==> config.mk <==
export PLATFORM = sky130hd
export DESIGN_NAME = preamble_gen
export DESIGN_NICKNAME = d
export VERILOG_FILES = /design/src/rtl/pre_pkg.sv /design/src/rtl/pre_len_dec.sv /design/src/rtl/pre_bit_sel.sv /design/src/rtl/preamble_gen.sv
export SDC_FILE = /design/constraint.sdc
export NUM_CORES = 1
export LEC_CHECK = 0
export BUFFER_PORTS_ARGS = -buffer_cell sky130_fd_sc_hd__buf_2
export CAP_MARGIN = 15
export CORE_ASPECT_RATIO = 2
export CORE_MARGIN = 2
export CORE_UTILIZATION = 28
export CTS_CLUSTER_DIAMETER = 60
export CTS_CLUSTER_SIZE = 8
export DETAILED_ROUTE_END_ITERATION = 16
export GPL_TIMING_DRIVEN = 0
export HOLD_SLACK_MARGIN = 0.06
export SETUP_SLACK_MARGIN = 0.4
export SYNTH_ARGS = -nofsm -noshare
export SYNTH_HDL_FRONTEND = slang
export SYNTH_SLANG_ARGS = --single-unit
==> constraint.sdc <==
create_clock -name clk -period 2.56 [get_ports clk]
set_input_delay 0.384 -clock clk [delete_from_list [all_inputs] [get_ports clk]]
set_output_delay 0.384 -clock clk [all_outputs]
set_load 0.01 [all_outputs]
==> src/rtl/pre_pkg.sv <==
package pre_pkg;

    typedef enum logic [1:0] {
        PS_IDLE  = 2'd0,
        PS_SYNC  = 2'd1,
        PS_DELIM = 2'd2,
        PS_FIN   = 2'd3
    } pre_state_e;

endpackage

==> src/rtl/pre_len_dec.sv <==
// Turns a field length code into the index of the first (highest) bit to send.
// Length is code+1; code 0 is promoted to the 2-bit minimum.
module pre_len_dec #(
    parameter int CW = 3
) (
    input  logic [CW-1:0] code,
    output logic [CW-1:0] top_idx
);
    always_comb begin
        if (code == '0) begin
            top_idx = CW'(1);
        end else begin
            top_idx = code;
        end
    end

    always_comb begin
        assert_top_nonzero_R5: assert (top_idx != '0);
    end
endmodule

==> src/rtl/pre_bit_sel.sv <==
// Picks one bit of a pattern by index, built as a one-hot AND/OR tree.
module pre_bit_sel #(
    parameter int W = 8,
    localparam int IW = $clog2(W)
) (
    input  logic [W-1:0]  pat,
    input  logic [IW-1:0] idx,
    output logic          bit_o
);
    logic [W-1:0] hit;

    for (genvar i = 0; i < W; i++) begin : g_hit
        assign hit[i] = pat[i] & (idx == IW'(i));
    end

    assign bit_o = |hit;
endmodule

==> src/rtl/preamble_gen.sv <==
module preamble_gen #(
    parameter int SYNC_W  = 8,
    parameter int DELIM_W = 32,
    parameter int REP_W   = 8,
    localparam int SCW    = $clog2(SYNC_W),
    localparam int DCW    = $clog2(DELIM_W),
    localparam int IDX_W  = (DCW > SCW) ? DCW : SCW
) (
    input  logic               clk,
    input  logic               rst,
    input  logic               start,
    input  logic               bit_en,
    input  logic [SYNC_W-1:0]  sync_pat,
    input  logic [SCW-1:0]     sync_len_code,
    input  logic [REP_W-1:0]   sync_reps,
    input  logic [DELIM_W-1:0] delim_pat,
    input  logic [DCW-1:0]     delim_len_code,
    output logic               ser_bit,
    output logic               ser_vld,
    output logic               done
);
    import pre_pkg::*;

    typedef struct packed {
        pre_state_e       st;
        logic [IDX_W-1:0] idx;
        logic [REP_W-1:0] rep;
    } regs_t;

    regs_t r_d, r_q;

    logic [SCW-1:0] sync_top;
    logic [DCW-1:0] delim_top;
    logic           sync_bit, delim_bit;

    pre_len_dec #(.CW(SCW)) u_sync_len (
        .code    (sync_len_code),
        .top_idx (sync_top)
    );

    pre_len_dec #(.CW(DCW)) u_delim_len (
        .code    (delim_len_code),
        .top_idx (delim_top)
    );

    pre_bit_sel #(.W(SYNC_W)) u_sync_sel (
        .pat   (sync_pat),
        .idx   (r_q.idx[SCW-1:0]),
        .bit_o (sync_bit)
    );

    pre_bit_sel #(.W(DELIM_W)) u_delim_sel (
        .pat   (delim_pat),
        .idx   (r_q.idx[DCW-1:0]),
        .bit_o (delim_bit)
    );

    always_comb begin
        r_d = r_q;
        unique case (r_q.st)
            PS_IDLE: begin
                if (start) begin
                    if (sync_reps != '0) begin
                        r_d.st  = PS_SYNC;
                        r_d.idx = IDX_W'(sync_top);
                        r_d.rep = sync_reps - REP_W'(1);
                    end else begin
                        r_d.st  = PS_DELIM;
                        r_d.idx = IDX_W'(delim_top);
                    end
                end
            end
            PS_SYNC: begin
                if (bit_en) begin
                    if (r_q.idx == '0) begin
                        if (r_q.rep == '0) begin
                            r_d.st  = PS_DELIM;
                            r_d.idx = IDX_W'(delim_top);
                        end else begin
                            r_d.rep = r_q.rep - REP_W'(1);
                            r_d.idx = IDX_W'(sync_top);
                        end
                    end else begin
                        r_d.idx = r_q.idx - IDX_W'(1);
                    end
                end
            end
            PS_DELIM: begin
                if (bit_en) begin
                    if (r_q.idx == '0) begin
                        r_d.st = PS_FIN;
                    end else begin
                        r_d.idx = r_q.idx - IDX_W'(1);
                    end
                end
            end
            PS_FIN: begin
                if (bit_en) begin
                    r_d.st = PS_IDLE;
                end
            end
            default: r_d.st = PS_IDLE;
        endcase
    end

    always_ff @(posedge clk) begin
        if (rst) begin
            r_q.st  <= PS_IDLE;
            r_q.idx <= '0;
            r_q.rep <= '0;
        end else begin
            r_q <= r_d;
        end
    end

    always_comb begin
        ser_vld = (r_q.st == PS_SYNC) || (r_q.st == PS_DELIM);
        done    = (r_q.st == PS_FIN);
        unique case (r_q.st)
            PS_SYNC:  ser_bit = sync_bit;
            PS_DELIM: ser_bit = delim_bit;
            default:  ser_bit = 1'b0;
        endcase
    end

    // reset forces idle outputs
    assert_reset_idle_R1: assert property (@(posedge clk)
        rst |=> (!ser_vld && !done && !ser_bit));

    // sync bit index stays within the decoded sync length
    assert_sync_idx_R2: assert property (@(posedge clk) disable iff (rst)
        (r_q.st == PS_SYNC) |-> (r_q.idx <= IDX_W'(sync_top)));

    // remaining repeat count stays below the programmed count
    assert_rep_bound_R3: assert property (@(posedge clk) disable iff (rst)
        (r_q.st == PS_SYNC) |-> (r_q.rep < sync_reps));

    // delimiter bit index stays within the decoded delimiter length
    assert_delim_idx_R4: assert property (@(posedge clk) disable iff (rst)
        (r_q.st == PS_DELIM) |-> (r_q.idx <= IDX_W'(delim_top)));

    // no movement without a bit enable
    assert_hold_R6: assert property (@(posedge clk) disable iff (rst)
        (ser_vld && !bit_en) |=> ($stable(ser_bit) && ser_vld));

    // last delimiter bit leads into done
    assert_last_done_R7: assert property (@(posedge clk) disable iff (rst)
        (r_q.st == PS_DELIM && r_q.idx == '0 && bit_en) |=> (done && !ser_vld));

    // done holds until the next enable, then drops to idle
    assert_done_hold_R7: assert property (@(posedge clk) disable iff (rst)
        (done && !bit_en) |=> done);
    assert_done_drop_R7: assert property (@(posedge clk) disable iff (rst)
        (done && bit_en) |=> (!done && !ser_vld));

    // start from idle puts a bit on the line one cycle later
    assert_start_R9: assert property (@(posedge clk) disable iff (rst)
        (r_q.st == PS_IDLE && start) |=> ser_vld);

endmodule

==> results_dict.tcl <==
set metrics [dict create \
    clock-sinks 15 \
    worstPathRequired_ns 2.67 \
    syn_avg_cell_area_um2 7.44 \
    start_kind "register" \
    rsz0062_at_grt "true" \
    clock_path_buffers 2 \
    cp.arrival_ns 2.64 \
    worst_pin_slew_ns 0.738 \
    num-nets-final 384 \
    critPathKind "reg -> reg" \
    via_per_inst 5.62 \
    syn_to_final_growth_pct 40.2 \
    initial_core_util_pct 28.7 \
    worst_setup_path_end_kind "register" \
    synth-main-ff-cell "dfxtp_1" \
    regMostFlops "r_q" \
    setup_viol_count_final 0 \
    p_int_mw 1.32 \
    yosysSeqAreaShare_pct 16.9 \
    synthArstFlopShare_pct 0 \
    hpwl_mm 4.52 \
    worst_hold_path_type "in -> reg" \
    place_area_um2 2200 \
    cts_htree_levels 1 \
    routed_wirelength_mm 5.98 \
    die_w_um 60.4 \
    drv_cap 0 \
    power_switching_mw 1.16 \
    peakVddDrop_mv 0.506 \
    p_total_mw 2.48 \
    cellPowerDensity_nw_per_um2 995 \
    drtAntennaViolNets 0 \
    ys_types 63 \
    p_comb_share_pct 70.5 \
    pwr-share-seq_pct 16.8 \
    final_cell_mix "buf_2, nor2_1, nand2_1" \
    busiest_layer "met2" \
    syn-num-nets 311 \
    fin_crit_sh_pct 99.1 \
    gr-usage-met3_pct 3.10 \
    antenna_found_initial 0 \
    globalRouteMet2Util_pct 27.6 \
    num_rows 41 \
    worstPathMaxFanout 9 \
    finClkSkew_ns 0.00213 \
    fmax_mhz 394 \
    max-slew-margin-rel_pct 50.7 \
    largestRegisters "r_q: 15 flops" \
    r2r_setup_slack_ns 0.02 \
    grtUsageMet1_pct 22.7 \
    status "complete, no violations" \
    largest_reg_flops 15 \
    cts_tree "yes" \
    synth-seq-cells 15 \
    clk_latency_ns 0.25 \
    final_common_cell "buf_2" \
    p_leak_nw 0.986 \
    worst_slack_ns 0.0218 \
    grt-ovfl-total 0 \
    avgRoutedWirePerCell_um 15.1 \
    dr_total_vias 2230 \
    clkTransAtPathRegs_ns 0.05 \
    synth_edf_count 0 \
    grt.total_usage_pct 16.9 \
    globalplace.congestion 0.855 \
    syn_area_um2 1780 \
    final_cell_area_um2 2490 \
    synth_cells 239 \
    drtIter0Drc 159 \
    place_ws_ns -0.0381 \
    die_area_um2 7050 \
    layout_min_cycle_time_ns 2.54 \
    port_buffers 61 \
    grt_pass1_wl_mm 9.53 \
    swShare_pct 46.8 \
    drc 0 \
    hold_viol_final 0 \
    final_cells 397 \
    p_clk_share_pct 12.7 \
    holdBufCountCts 0 \
    core_area_um2 6210 \
    fin_tns_setup_ns 0 \
    grt_pass1_vias 2072 \
    cts_made_buffers 3 \
    root_buffer "clkbuf_16" \
    dieHeight_um 117 \
    ys.warnings.count 0 \
    drive_gt1_share_pct 35.7 \
    pin_count 63 \
    grt_max_degree 11 \
    slew_viol_final 0 \
    diodes 0 \
    dr.pass1.iters 5 \
    dp.cells 386 \
]
[worst max-delay path, stage by stage, from the launching register on]
cell       delay, ns
dfxtp_4         0.37
inv_2           0.09
ha_2            0.21
buf_6           0.14
nor4b_2         0.61
o311ai_1        0.26
o2bb2ai_1       0.32
a211oi_1        0.30
o22ai_1         0.10
[worst paths after layout]
| path | from | end | depth (start not counted) |
|---|---|---|---|
| max | r_q[8] | r_q[3] | 8 |
| min | sync_reps[7] | r_q[7] | 3 |
| max reg2reg | r_q[8] | r_q[3] | 8 |
| min reg2reg | r_q[0] | r_q[0] | 2 |
[power groups by stage]
stage | sequential [mW] | combinational [mW] | clock, mW
5_1_grt | 0.430 | 1.91 | 0.325
6_report | 0.417 | 1.75 | 0.314
3_3_place_gp | 0.406 | 1.39 | 0
3_5_place_dp | 0.407 | 1.42 | 0
4_1_cts | 0.414 | 1.64 | 0.314
2_1_floorplan | 0.380 | 1.09 | 0
[through the flow]
stage / util [%] / hold slack, ns
2_1_floorplan: - / 0.445
3_3_place_gp: 35.4 / 0.459
3_5_place_dp: 35.4 / 0.477
4_1_cts: 39.2 / 0.442
5_1_grt: 40.2 / 0.448
6_report: 40.2 / 0.438
[cell usage after synthesis, drive strengths merged, types with 2 or more instances]
cell     count  area share (%)
nor2        18             3.8
nor3        14             4.6
and2         3             1.1
or3          6             2.4
a222oi       5             2.8
a22o         4             2.0
clkbuf      10             2.1
or4b         2             1.1
mux2i        5             2.8
a21boi       3             1.3
nand4        3             1.1
a2bb2oi      2            0.98
mux2         3             1.9
nor4         4             1.4
dfxtp       15              17
a31oi        6             2.1
buf          5             1.3
o21ai       15             4.2
o22ai        2             1.1
o211ai       2             1.1
a2111oi      2            0.98
inv         10             2.1
a21oi       16             4.5
or4          3             1.5
a311oi       2             1.3
and3         2            0.70
ha          12             8.4
nand2       17             3.6
nor2b        3             1.1
o32ai        2            0.98
a22oi        7             3.0
o311ai       2            0.98
o21a         2            0.84
nand3        9             2.5
nand2b       3             1.1
a211oi       4             1.7
[metal layers]
metal	up-vias	wire length, um
met2	80	2940
met4	0	99
met5	-	0
li1	1085	-
met1	1053	2580
met3	12	359
[layout make-up]
cell class                 instances  area, um2
inverter                          10       40.0
tap                               86        108
fill                             652       3710
buffer                            15       98.8
sequential                        15        308
multi-input combinational        199       1500
timing repair buffer              68        362
clock buffer                       4       78.8
[timing repair]
| action | CTS | global route |
|---|---|---|
| pin swaps | 9 | 8 |
| setup endpoints to repair | 16 | 16 |
| resized for setup | 32 | 14 |
| buffers inserted | 7 | 0 |
[kinds of logic (layout without fill, tap and decap cells)]
| family | after synthesis | after routing | share of synthesized area [%] |
|---|---|---|---|
| AO/OA/AOI/OAI | 88 | 88 | 35.8 |
| buffers and inverters | 25 | 97 | 5.49 |
| flip-flops | 15 | 15 | 16.9 |
| adder cells (fa/ha/maj) | 12 | 12 | 8.44 |
| multiplexers | 9 | 9 | 5.98 |
| AND/OR/NAND/NOR | 90 | 90 | 27.4 |
(Power assumes the default switching activity.)
